### config.mk
export PLATFORM = sky130hd
export DESIGN_NAME = e1_ts0_fmt
export DESIGN_NICKNAME = d
export VERILOG_FILES = /design/src/rtl/e1_ts0_pkg.sv /design/src/rtl/e1_init_timer.sv /design/src/rtl/e1_nb_buffer.sv /design/src/rtl/e1_ts0_serializer.sv /design/src/rtl/e1_ts0_fmt.sv
export SDC_FILE = /design/constraint.sdc
export NUM_CORES = 1
export LEC_CHECK = 0
export ABC_AREA = 1
export ABC_CLOCK_PERIOD_IN_PS = 1970
export BUFFER_PORTS_ARGS = -buffer_cell sky130_fd_sc_hd__buf_4
export CAP_MARGIN = 5
export CORE_MARGIN = 3
export CORE_UTILIZATION = 57
export CTS_CLUSTER_DIAMETER = 200
export DETAILED_ROUTE_END_ITERATION = 10
export GPL_TIMING_DRIVEN = 0
export PLACE_DENSITY = 0.82
export REMOVE_ABC_BUFFERS = 1
export SLEW_MARGIN = 5
export SYNTH_ARGS = -nofsm -noshare
export SYNTH_HDL_FRONTEND = slang
export SYNTH_SLANG_ARGS = --single-unit
### constraint.sdc
create_clock -name clk -period 1.97 [get_ports clk]
set_clock_uncertainty 0.05 [all_clocks]
set_input_delay 0.0985 -clock clk [delete_from_list [all_inputs] [get_ports clk]]
set_output_delay 0.0985 -clock clk [all_outputs]
set_load 0.02 [all_outputs]
### src/rtl/e1_ts0_pkg.sv
package e1_ts0_pkg;
  localparam int OCTET_W  = 8;
  localparam int SA_COUNT = 5;
  localparam int ODD_COLS = 8;

  // bit 1 of an odd frame: alignment pattern, then E1/E2
  function automatic logic odd_lead_bit(input logic [3:0] pos, input logic [1:0] e);
    logic b;
    case (pos[3:1])
      3'd0:    b = 1'b0;
      3'd1:    b = 1'b0;
      3'd2:    b = 1'b1;
      3'd3:    b = 1'b0;
      3'd4:    b = 1'b1;
      3'd5:    b = 1'b1;
      3'd6:    b = e[0];
      default: b = e[1];
    endcase
    return b;
  endfunction

  // sa[0] is Sa4 ... sa[4] is Sa8
  function automatic logic [OCTET_W-1:0] ts0_build(
      input logic [3:0] pos, input logic [3:0] crc, input logic [1:0] e,
      input logic a, input logic [SA_COUNT-1:0] sa);
    logic [OCTET_W-1:0] o;
    if (!pos[0]) begin
      o = {crc[pos[2:1]], 7'b0011011};
    end else begin
      o = {odd_lead_bit(pos, e), 1'b1, a, sa[0], sa[1], sa[2], sa[3], sa[4]};
    end
    return o;
  endfunction
endpackage

### src/rtl/e1_init_timer.sv
module e1_init_timer #(
  parameter int INIT_CYCLES = 256
) (
  input  logic clk,
  input  logic rst_n,
  output logic ready
);
  localparam int CW = $clog2(INIT_CYCLES + 1);
  logic [CW-1:0] cnt;

  always_ff @(posedge clk or negedge rst_n) begin
    if (!rst_n) begin
      cnt   <= '0;
      ready <= 1'b0;
    end else if (!ready) begin
      if (cnt == CW'(INIT_CYCLES - 1)) ready <= 1'b1;
      cnt <= cnt + 1'b1;
    end
  end
endmodule

### src/rtl/e1_nb_buffer.sv
module e1_nb_buffer
  import e1_ts0_pkg::*;
#(
  parameter logic [ODD_COLS-1:0] NB_DEFAULT = '1
) (
  input  logic                         clk,
  input  logic                         rst_n,
  input  logic                         wr_en,
  input  logic [2:0]                   wr_sel,
  input  logic [ODD_COLS-1:0]          wr_data,
  input  logic                         promote,
  input  logic [2:0]                   col,
  output logic [SA_COUNT-1:0]          sa_col,
  output logic [SA_COUNT*ODD_COLS-1:0] active_flat
);
  logic [ODD_COLS-1:0] staged [SA_COUNT];
  logic [ODD_COLS-1:0] active [SA_COUNT];

  for (genvar s = 0; s < SA_COUNT; s++) begin : g_row
    always_ff @(posedge clk or negedge rst_n) begin
      if (!rst_n) begin
        staged[s] <= NB_DEFAULT;
        active[s] <= NB_DEFAULT;
      end else begin
        if (wr_en && wr_sel == 3'(s)) staged[s] <= wr_data;
        if (promote) active[s] <= staged[s];
      end
    end
    assign sa_col[s] = active[s][col];
    assign active_flat[s*ODD_COLS +: ODD_COLS] = active[s];
  end
endmodule

### src/rtl/e1_ts0_serializer.sv
module e1_ts0_serializer #(
  parameter int W = 8
) (
  input  logic         clk,
  input  logic         rst_n,
  input  logic         load,
  input  logic [W-1:0] data,
  output logic         ser_bit,
  output logic         ser_valid
);
  localparam int CW = $clog2(W + 1);
  logic [W-1:0]  sh;
  logic [CW-1:0] left;

  always_ff @(posedge clk or negedge rst_n) begin
    if (!rst_n) begin
      sh   <= '1;
      left <= '0;
    end else if (load) begin
      sh   <= data;
      left <= CW'(W);
    end else if (left != '0) begin
      sh   <= {sh[W-2:0], 1'b1};
      left <= left - 1'b1;
    end
  end

  assign ser_bit   = sh[W-1];
  assign ser_valid = (left != '0);
endmodule

### src/rtl/e1_ts0_fmt.sv
module e1_ts0_fmt
  import e1_ts0_pkg::*;
#(
  parameter int                  INIT_CYCLES = 256,
  parameter logic [ODD_COLS-1:0] NB_DEFAULT  = '1
) (
  input  logic         clk,
  input  logic         rst_n,
  input  logic         frame_start,
  input  logic [3:0]   mf_pos,
  input  logic [3:0]   crc_in,
  input  logic [1:0]   ebit_in,
  input  logic         alarm_in,
  input  logic         ais_force,
  input  logic         nb_we,
  input  logic [2:0]   nb_sel,
  input  logic [7:0]   nb_wdata,
  output logic         ready,
  output logic [7:0]   ts0_byte,
  output logic         ser_bit,
  output logic         ser_valid
);
  logic                         load_ev;
  logic [3:0]                   load_pos;
  logic                         mf_begin;
  logic [SA_COUNT-1:0]          sa_col;
  logic [SA_COUNT*ODD_COLS-1:0] nb_active;
  logic [OCTET_W-1:0]           octet_q;
  logic [OCTET_W-1:0]           octet_d;
  logic                         ser_raw;

  e1_init_timer #(.INIT_CYCLES(INIT_CYCLES)) u_init (
    .clk(clk), .rst_n(rst_n), .ready(ready)
  );

  assign load_ev  = frame_start && ready;
  assign load_pos = mf_pos;
  assign mf_begin = load_ev && (mf_pos == 4'd0);

  e1_nb_buffer #(.NB_DEFAULT(NB_DEFAULT)) u_nb (
    .clk(clk), .rst_n(rst_n),
    .wr_en(nb_we && ready), .wr_sel(nb_sel), .wr_data(nb_wdata),
    .promote(mf_begin), .col(mf_pos[3:1]),
    .sa_col(sa_col), .active_flat(nb_active)
  );

  assign octet_d = ts0_build(mf_pos, crc_in, ebit_in, alarm_in, sa_col);

  always_ff @(posedge clk or negedge rst_n) begin
    if (!rst_n)       octet_q <= '1;
    else if (load_ev) octet_q <= octet_d;
  end

  e1_ts0_serializer #(.W(OCTET_W)) u_ser (
    .clk(clk), .rst_n(rst_n), .load(load_ev), .data(octet_d),
    .ser_bit(ser_raw), .ser_valid(ser_valid)
  );

  assign ts0_byte = ais_force ? '1 : octet_q;
  assign ser_bit  = ais_force | ser_raw;
endmodule

# == Word level (Yosys, flattened, before mapping) ==
# Index checks and enable logic that the tools add are counted.
# classes
mul,0
reduce_logical,15
n_shift,0
order_cmp,2
n_mux,21
div,0
n_addsub,2
bitwise,1
n_eq_ne,11
# op_table
op,n
$mux 8,4
$bmux 1 s3,5
$eq 3x2->1 const B,4
$eq 3x3->1 const B,4
$add 9x1->9 const B,1
$eq 9x8->1 const B,1
$logic_and 1x1->1,8
$mux 1,8
$mux 4,2
$eq 3x1->1 const B,2
$logic_not 3->1,2
$reduce_or 3->1,2
$logic_not 4->1,1
$lt 3x4->1 const B,1
$reduce_bool 4->1,1
$sub 4x1->4 const B,1
$lt 2x3->1 const B,1
$pmux 1 s3,1
$bmux 1 s2,1
$reduce_bool 2->1,1
$or 1x1->1,1
# word_totals
mem_bits_rw,0
regBits,110
memories,0
romBits,0
latchBits,0
in_bits,27
out_inout_bits,11
elab_cells,67

# == Logic depth before layout (Yosys ltp) ==
# Gate-level depths: netlist of run 1.
# logic_depth
depth_word,5
mapped_depth,11

# == Hierarchy ==
# A second synthesis of run 1 with hierarchy kept.
# unflattened
cells_unflattened,629
hier_area_um2,5449.0
# by_module_without_submodules
mod,cells_each,area_per_inst_um2,instances
e1_nb_buffer,405,3697.3,1
e1_ts0_serializer,88,693.2,1
e1_ts0_fmt,77,560.5,1
e1_init_timer,59,498.0,1

# == Worst setup path before layout of run 1 ==
# OpenSTA, ideal clock, no wires.
# synth_path
path_type,register to register
from,register u_init.ready
to,"register u_nb.active, in the netlist u_nb.active_flat[0]"
synth_period_minus_slack_ps,1512
stages_incl_launch_ff,7
path_slack_ps,458
arrival_time_ps,1380
required_time_ps,1838
cell_sequence,dfrtp_1 buf_6 nand2_4 nor2_4 nand3_4 buf_6 mux2_4
# synth_between
elab_chain_len,2
# synth_lines
item,line,rtl
"start, declared",e1_init_timer.sv:6,output logic ready
"start signal, assigned",e1_init_timer.sv:14,ready <= 1'b0;
"start signal, assigned",e1_init_timer.sv:16,if (cnt == CW'(INIT_CYCLES - 1)) ready <= 1'b1;
$logic_and 1x1->1,e1_ts0_fmt.sv:36,assign load_ev = frame_start && ready;
$logic_and 1x1->1,e1_ts0_fmt.sv:38,assign mf_begin = load_ev && (mf_pos == 4'd0);
"end signal, assigned by index",e1_nb_buffer.sv:26,if (promote) active[s] <= staged[s];
"end, declared",e1_nb_buffer.sv:17,logic [ODD_COLS-1:0] active [SA_COUNT];
# No other way between the ends.
# A chain may end at the register's enable or synchronous reset.

# == Worst setup path after layout of run 1 ==
# layout_path
from,register u_init.ready
to,"register u_nb.active, in the netlist u_nb.active_flat[14]"
# The elaborated chain is that of the path after synthesis.

==> results.sh, run 1 <==
export IMPL_p_leak_nw=2.63
export IMPL_holdPathEnd="u_nb.staged[9]"
export IMPL_cp_max_fo=10
export IMPL_nets=564
export IMPL_status="completed"
export IMPL_synth_compound_area_frac=0.0755
export IMPL_die_x_um=99.9
export IMPL_wl_met2_um=5150
export IMPL_clkTransAtPathRegs_ns=0.10
export IMPL_critPathKind="flip-flop to flip-flop"
export IMPL_grt_total_usage=0.219
export IMPL_grt_pass1_vias=3504
export IMPL_firstDrtPassIters=5
export IMPL_whs_ns=0.0148
export IMPL_root_buffer="clkbuf_8"
export IMPL_grt_setup_unrepaired="false"
export IMPL_worstRegToRegCells=4
export IMPL_cts_setup_buffers=0
export IMPL_drt_initial_drc_count=304
export IMPL_io_buffers=37
export IMPL_setup_tns_final_ns=0
export IMPL_wire_per_inst_um=16.1
export IMPL_end_kind="flip-flop"
export IMPL_met1_length_um=4560
export IMPL_clock_sinks=110
export IMPL_num_vias=3494
export IMPL_die_height_um=99.9
export IMPL_crit_required_ns=2.23
export IMPL_syn_area_per_cell_sq_um=10.2
export IMPL_ys_seq_area_frac=0.572
export IMPL_synth_top_family_by_area="simple AND/OR/NAND/NOR gates"
export IMPL_ys_ff_latch=110
export IMPL_synth_top_area_cell="dfstp_2"
export IMPL_post_route_period_util=0.922
export IMPL_critPathLaunchType="flip-flop"
export IMPL_min_path_type="primary input to flip-flop"
export IMPL_start_util=0.599
export IMPL_final_cells=644
export IMPL_min_delay_start="nb_wdata[1]"
export IMPL_grt_max_degree=111
export IMPL_cts_tree="yes"
export IMPL_overflow=0
export IMPL_slew_headroom=0.544
export IMPL_fillers=610
export IMPL_hold_depth=3
export IMPL_hold_viol=0
export IMPL_clk_latency_ns=0.37
export IMPL_synth_xor_area_frac=0.0157
export IMPL_yosys_warnings=0
export IMPL_synthToLayoutAreaGrowth_pct=12.4
export IMPL_grt_antenna_before_repair=0
export IMPL_netlist_instances=492
export IMPL_pre_cts_ws_ns=-0.218
export IMPL_grt_first_pass_wirelength_um=17200
export IMPL_drv_slew=0
export IMPL_yosysUniqueCellTypes=29
export IMPL_diodes=0
export IMPL_drive_gt1_frac=0.377
export IMPL_placedCellCount=618
export IMPL_dp_hpwl_um=6620
export IMPL_max_slew_worst_pin_slew_ns=0.682
export IMPL_p_total_w=0.00370
export IMPL_synthTopCellsByCount="nand2_1, dfstp_2, o21ai_0, inv_1, mux2_4"
export IMPL_power_density_nw_per_um2=655
export IMPL_gp_congestion=0.802
export IMPL_ir_drop_mv=0.333
export IMPL_async_flop_share=1.00
export IMPL_core_sq_um=8380
export IMPL_fmax_ghz=0.550
export IMPL_placement_rows=33
export IMPL_ys_flop_type="dfstp_2"
export IMPL_syn_area_sq_um=5020
export IMPL_viasPerCell=5.43
export IMPL_cp_arrival_ns=2.07
export IMPL_postRouteAntennaNets=0
export IMPL_rrSetupSlack_ns=0.15
export IMPL_yosysMostFrequentCell="nand2_1"
export IMPL_setup_viol=0
export IMPL_synth_top_cell_area_share=0.502
export IMPL_setup_ws_ns=0.153
export IMPL_wl_met3_um=511
export IMPL_cts_made_buffers=9
export IMPL_wl_um=10400
export IMPL_drc=0
export IMPL_synth_area_mux_share=0.108
export IMPL_die_area_sq_um=9980
export IMPL_synth_simple_area_share=0.163
export IMPL_finalCriticalPeriod_ns=1.82
export IMPL_ios=38
export IMPL_synth_area_leaders="dfstp_2, nand2_1, mux2_4, dfrtp_1, o21ai_0"
export IMPL_drv_cap=0
export IMPL_routed_top_layer="met4"
export IMPL_synth_edf_count=0
export IMPL_timing_rr_start="u_init.ready"
export IMPL_cts_buffer_depth=2
export IMPL_synth_fa_ha_area_frac=0.00747
export IMPL_rr_endpoint="u_nb.active_flat[14]"
export IMPL_htreeDepth=3
## worst max path at each step
stage	to	slack (ns)	start	cells past startpoint
floorplan	u_nb.active_flat[0]	0.04	u_init.ready	4
global placement	u_nb.active_flat[31]	-0.22	u_init.ready	4
detailed placement	u_nb.active_flat[9]	-0.22	u_init.ready	4
CTS	u_nb.active_flat[20]	0.01	u_init.ready	4
global route	u_ser.sh[0]	0.09	u_ser.left[0]	8
finish	u_nb.active_flat[14]	0.15	u_init.ready	4
## kinds of logic after synthesis
family,Yosys count
buf+inv,63
mux,37
compound gates,73
flops,110
xor+xnor,9
simple gates,197
fa+ha+maj,3
## critical path, stage by stage, from the launching register on
cell and delay, ns:
dfrtp_2 0.50, nand2_4 0.15, nor2_4 0.28, nand3_2 0.37
mux2_4 0.40
## cells in the final DEF (no fill, tap or decap), types with 2 or more instances in the layout
cell           count
mux2_4            34
nand3_1           11
clkbuf_8          11
dfrtp_1           13
o22ai_1            2
nand3_4            3
nor2_1            17
o21ai_0           57
a21oi_1           10
nand2_1          151
nor2_4             2
ha_1               3
a22oi_1            2
or2_2              3
clkbuf_1           2
buf_4             36
inv_1             44
dlygate4sd3_1      6
xor2_1             4
nand3_2            2
nor2_2             2
mux2_2             3
dfstp_2           96
xnor2_1            5
nand4_1            6
clkinv_2           2
inv_2              2
## layer usage
metal,up-vias,GRT usage
met5,-,0
met4,0,0.0798
met3,20,0.0417
met2,83,0.345
met1,1718,0.304
li1,1673,-
## sequential cells by signal (all words and copies together) (netlist names)
name              flops
u_nb.active_flat     40
u_nb.staged          40
u_init.cnt            9
octet_q               8
u_ser.sh              8
u_ser.left            4
u_init.ready          1
## metrics by stage
stage | cell area (sq um) | utilization
finish | 5640 | 0.673
global route | 5640 | 0.673
CTS | 5580 | 0.666
detailed placement | 5320 | 0.634
global placement | 5320 | 0.634
floorplan | 4910 | -
## cell type report
class | count | area, sq um | area share
multi-input combinational | 322 | 1910 | 0.339
tap | 105 | 131 | 0.0233
clock inverter | 3 | 18.8 | 0.00333
timing repair buffer | 44 | 369 | 0.0654
inverter | 47 | 180 | 0.0319
sequential | 110 | 2870 | 0.509
clock buffer | 13 | 159 | 0.0282
## repair_timing
action | CTS | global route
hold buffers | 5 | 1
endpoints found under the setup margin | 41 | 34
gates resized for setup | 3 | 4
gates cloned | 2 | 1
endpoints found under the hold margin | 11 | 42
pin swaps | 0 | 1
## report_power, final
| part | leakage (nW) | total (W) | internal (W) | switching [W] |
|---|---|---|---|---|
| logic | 1.36 | 0.000176 | 0.0000611 | 0.000115 |
| clock network | 0.0934 | 0.00125 | 0.000530 | 0.000723 |
| registers | 1.17 | 0.00227 | 0.00227 | 0 |
No activity file was read; power rests on OpenSTA's default activity.
==> run 2: changes to the inputs <==
--- a/config.mk
+++ b/config.mk
@@ -14,7 +14,7 @@
 export CTS_CLUSTER_DIAMETER = 200
 export DETAILED_ROUTE_END_ITERATION = 10
 export GPL_TIMING_DRIVEN = 0
-export PLACE_DENSITY = 0.82
+export PLACE_DENSITY = 0.76
 export REMOVE_ABC_BUFFERS = 1
 export SLEW_MARGIN = 5
 export SYNTH_ARGS = -nofsm -noshare
==> run 2 against run 1 <==
Die area stayed put. Design area shrank 0.69%. Via count down 1.9%. Sequential power barely moved. Non-clock buffer count fell by 1. Critical path depth unchanged. First-iteration DRC count decreased by 47%. Utilization fell by 0.46 points. Power increased by 0.42%. Critical endpoint is now u_nb.active_flat[35]. Highest routed layer unchanged.
==> results.sh, run 2 (synthesis gave the netlist of run 1 again) <==
export IMPL_status="completed"
export IMPL_clkTransAtPathRegs_ns=0.10
export IMPL_die_height_um=99.9
export IMPL_grt_max_degree=111
export IMPL_nets=561
export IMPL_root_buffer="clkbuf_8"
export IMPL_end_kind="flip-flop"
export IMPL_hold_viol=0
export IMPL_wl_um=9770
export IMPL_die_x_um=99.9
export IMPL_crit_start="u_init.ready"
export IMPL_postRouteAntennaNets=0
export IMPL_slew_headroom=0.548
export IMPL_grt_setup_unrepaired="false"
export IMPL_finalCriticalPeriod_ns=1.85
export IMPL_gp_congestion=0.772
export IMPL_clk_latency_ns=0.37
export IMPL_cts_made_buffers=9
export IMPL_synthToLayoutAreaGrowth_pct=11.6
export IMPL_ios=38
export IMPL_clock_sinks=110
export IMPL_drt_initial_drc_count=162
export IMPL_min_path_type="primary input to flip-flop"
export IMPL_drc=0
export IMPL_ff_latch_area_sq_um=2870
export IMPL_dp_hpwl_um=6450
export IMPL_grt_pass1_vias=3396
export IMPL_die_area_sq_um=9980
export IMPL_start_util=0.599
export IMPL_post_route_period_util=0.940
export IMPL_fmax_ghz=0.540
export IMPL_max_slew_worst_pin_slew_ns=0.676
export IMPL_critPathMaxStageDelay_ns=0.51
export IMPL_timing_rr_start="u_init.ready"
export IMPL_mostFrequentLayoutCells="nand2_1, dfstp_2, o21ai_0"
export IMPL_num_vias=3427
export IMPL_path_cells="nand2_4, nor2_4, nand3_4, mux2_4"
export IMPL_cts_setup_buffers=0
export IMPL_power_density_nw_per_um2=662
export IMPL_grt_antenna_before_repair=0
export IMPL_setup_ws_ns=0.118
export IMPL_multi_input_area_sq_um=1880
export IMPL_firstDrtPassIters=4
export IMPL_cp_arrival_ns=2.10
export IMPL_drive_gt1_frac=0.377
export IMPL_ir_drop_mv=0.381
export IMPL_cts_buffer_depth=2
export IMPL_drv_slew=0
export IMPL_overflow=0
export IMPL_cts_tree="yes"
export IMPL_diodes=0
export IMPL_cp_slowest_cell="dfrtp_2"
export IMPL_p_leak_nw=2.62
export IMPL_htreeDepth=3
export IMPL_placement_rows=33
export IMPL_cp_max_fo=22
export IMPL_critPathKind="flip-flop to flip-flop"
export IMPL_critPathLaunchType="flip-flop"
export IMPL_fillers=655
export IMPL_setup_viol=0
export IMPL_grt_total_usage=0.212
export IMPL_layout_cells_most_common="nand2_1"
export IMPL_wire_per_inst_um=15.2
export IMPL_min_delay_start="nb_wdata[3]"
export IMPL_grt_first_pass_wirelength_um=16800
export IMPL_crit_required_ns=2.22
export IMPL_viasPerCell=5.35
export IMPL_core_sq_um=8380
export IMPL_pre_cts_ws_ns=-0.228
export IMPL_setup_tns_final_ns=0
export IMPL_drv_cap=0
export IMPL_io_buffers=37
## run 2: area by class of cell
type | instances | share of cell area
Inverter | 47 | 0.0321
Clock inverter | 6 | 0.00781
Clock buffer | 10 | 0.0246
Multi-Input combinational cell | 320 | 0.335
Sequential cell | 110 | 0.513
Timing Repair Buffer | 43 | 0.0641
Tap cell | 105 | 0.0234
## run 2: path summary, 6_finish.rpt
path                       slack (ns)                    to  cells past startpoint
min reg2reg                      0.43         u_init.cnt[4]                      1
max reg2reg                      0.12  u_nb.active_flat[35]                      4
min                             0.008        u_nb.staged[3]                      3
max in group asynchronous        1.14        u_nb.staged[9]                      3
max                              0.12  u_nb.active_flat[35]                      4
min in group asynchronous        0.20  u_nb.active_flat[13]                      2
## run 2: worst max-delay path: cells and delay by family, from the launching register on
kind | cells | cell delay, ns
muxes | 1 | 0.44
DFF | 1 | 0.51
and+or+nand+nor | 3 | 0.76
## run 2: power by group
group / internal (W) / switching, W / leakage (nW)
clock: 0.000502 / 0.000770 / 0.0930
sequential: 0.00227 / 0 / 1.17
combinational: 0.0000595 / 0.000113 / 1.35
## run 2: repair_timing
item                                   4_1_cts  5_1_grt
setup endpoints to repair                   41        3
gates resized for setup                      3        2
endpoints found under the hold margin        8       19
hold buffers                                 4        1
cloned                                       1        0
## run 2: stage by stage
step	power [W]	cells	cell area, sq um	hold WS [ns]	utilization
CTS	0.00374	639	5560	0.00219	0.663
global placement	0.00246	618	5320	0.302	0.634
global route	0.00384	641	5610	0.0178	0.669
floorplan	0.00234	476	4910	-0.247	-
detailed placement	0.00246	618	5320	0.312	0.634
finish	0.00371	641	5610	0.00828	0.669
## run 2: routing by layer
metal  global-route usage  wire, um  vias to the layer above
met1                0.290      4540                     1692
met4               0.0641       201                        0
met2                0.339      4630                       62
met5                    0         0                        -
li1                     -         -                     1658
met3               0.0473       387                       15
==> run 3: changes to the inputs <==
--- a/config.mk
+++ b/config.mk
@@ -9,6 +9,7 @@
 export ABC_CLOCK_PERIOD_IN_PS = 1970
 export BUFFER_PORTS_ARGS = -buffer_cell sky130_fd_sc_hd__buf_4
 export CAP_MARGIN = 5
+export CORE_ASPECT_RATIO = 0.6
 export CORE_MARGIN = 3
 export CORE_UTILIZATION = 57
 export CTS_CLUSTER_DIAMETER = 200
==> run 3 against run 2 <==
Register-to-register slack better by 0.06 ns. Utilization grew 3.0 points. Critical path depth stayed put. Design area is 2.2% higher. Clock power increased by 46%. First-iteration DRC count is 94% higher. Maximum frequency grew 3.1%. Count of clock-buffer cells in the layout grew 2.
==> results.sh, run 3 (synthesis gave the netlist of run 1 again) <==
export IMPL_grt_max_degree=111
export IMPL_grt_first_pass_wirelength_um=17400
export IMPL_grt_antenna_before_repair=0
export IMPL_placedCellCount=621
export IMPL_power_density_nw_per_um2=748
export IMPL_start_util=0.613
export IMPL_cts_tree="yes"
export IMPL_die_height_um=78.7
export IMPL_hold_viol=0
export IMPL_grt_pass1_vias=3445
export IMPL_wire_per_inst_um=16.6
export IMPL_design_area_sq_um=5730
export IMPL_nets=560
export IMPL_die_x_um=127
export IMPL_mostFrequentLayoutCells="nand2_1, dfstp_2, o21ai_0"
export IMPL_final_cells=643
export IMPL_root_buffer="clkbuf_16"
export IMPL_postRouteAntennaNets=0
export IMPL_whs_ns=0.0391
export IMPL_p_total_w=0.00428
export IMPL_drv_slew=0
export IMPL_ir_drop_mv=0.527
export IMPL_drv_cap=0
export IMPL_min_path_type="primary input to flip-flop"
export IMPL_clkTransAtPathRegs_ns=0.07
export IMPL_htreeDepth=3
export IMPL_placement_rows=25
export IMPL_grt_setup_unrepaired="false"
export IMPL_cp_slowest_cell="dfrtp_2"
export IMPL_diodes=0
export IMPL_critPathMaxStageDelay_ns=0.51
export IMPL_layout_cells_most_common="nand2_1"
export IMPL_clock_sinks=110
export IMPL_final_util=0.699
export IMPL_placedInstanceArea_sq_um=5320
export IMPL_post_route_period_util=0.912
export IMPL_overflow=0
export IMPL_setup_viol=0
export IMPL_die_area_sq_um=10000
export IMPL_critPathKind="flip-flop to flip-flop"
export IMPL_firstDrtPassIters=5
export IMPL_synthToLayoutAreaGrowth_pct=14.1
export IMPL_max_slew_worst_pin_slew_ns=0.922
export IMPL_fmax_ghz=0.557
export IMPL_slew_headroom=0.386
export IMPL_path_cells="nand2_4, nor2_4, nand3_2, mux2_4"
export IMPL_crit_required_ns=2.20
export IMPL_cts_made_buffers=9
export IMPL_status="completed"
export IMPL_drc=0
export IMPL_drive_gt1_frac=0.383
export IMPL_critPathLaunchType="flip-flop"
export IMPL_cts_buffer_depth=2
export IMPL_end_kind="flip-flop"
export IMPL_num_vias=3483
export IMPL_cp_arrival_ns=2.02
export IMPL_dp_hpwl_um=7030
export IMPL_drt_initial_drc_count=315
export IMPL_gp_congestion=0.862
export IMPL_cp_max_fo=10
export IMPL_p_leak_nw=2.65
export IMPL_viasPerCell=5.42
export IMPL_io_buffers=37
export IMPL_grt_total_usage=0.225
export IMPL_wl_um=10700
export IMPL_finalCriticalPeriod_ns=1.80
export IMPL_core_sq_um=8200
export IMPL_clk_latency_ns=0.34
export IMPL_ios=38
-- run 3: critical path, delay by kind of cell (launching register included) --
kind | cells | cell delay (ns)
simple gates | 3 | 0.76
mux | 1 | 0.39
flops | 1 | 0.51
-- run 3: final timing paths --
path                                        end  slack, ns            startpoint  cells past startpoint
max                         u_nb.active_flat[1]       0.17          u_init.ready                      4
min                              u_nb.staged[8]       0.04           nb_wdata[0]                      3
max reg2reg                 u_nb.active_flat[1]       0.17          u_init.ready                      4
min reg2reg                u_nb.active_flat[19]       0.43  u_nb.active_flat[19]                      2
max in group asynchronous          u_init.ready       0.83                 rst_n                      2
min in group asynchronous         u_init.cnt[4]       0.42                 rst_n                      2
-- run 3: what timing repair did --
action | 4_1_cts | 5_1_grt
hold endpoints to repair | 1 | 14
gates resized for setup | 3 | 6
setup buffers | 0 | 1
gates cloned | 2 | 1
endpoints found under the setup margin | 42 | 49
hold buffers | 1 | 1
-- run 3: where the power goes --
| group | switching, W | internal [W] | total [W] | leakage [nW] |
|---|---|---|---|---|
| logic | 0.000115 | 0.0000500 | 0.000165 | 1.34 |
| clock network | 0.000791 | 0.00106 | 0.00185 | 0.145 |
| registers | 0 | 0.00227 | 0.00227 | 1.17 |
-- run 3: layout make-up --
| cell class | instances | area, sq um |
|---|---|---|
| Sequential cell | 110 | 2870 |
| Clock buffer | 12 | 256 |
| Tap cell | 108 | 135 |
| Clock inverter | 4 | 53.8 |
| Timing Repair Buffer | 40 | 309 |
| Fill cell | 581 | 2460 |
| Inverter | 47 | 180 |
| Multi-Input combinational cell | 322 | 1920 |
-- run 3: through the flow --
stage	setup TNS, ns	setup slack, ns
after floorplan	0	0.0401
after global placement	-7.50	-0.205
after detailed placement	-10.18	-0.277
after CTS	0	0.00540
after global routing	0	0.0977
final	0	0.174
-- run 3: layer usage --
layer	up-vias	routed length, um	track usage
met5	-	0	0
met4	0	77	0.0525
met3	8	655	0.0571
met2	97	4670	0.344
met1	1709	5260	0.326
li1	1669	-	-
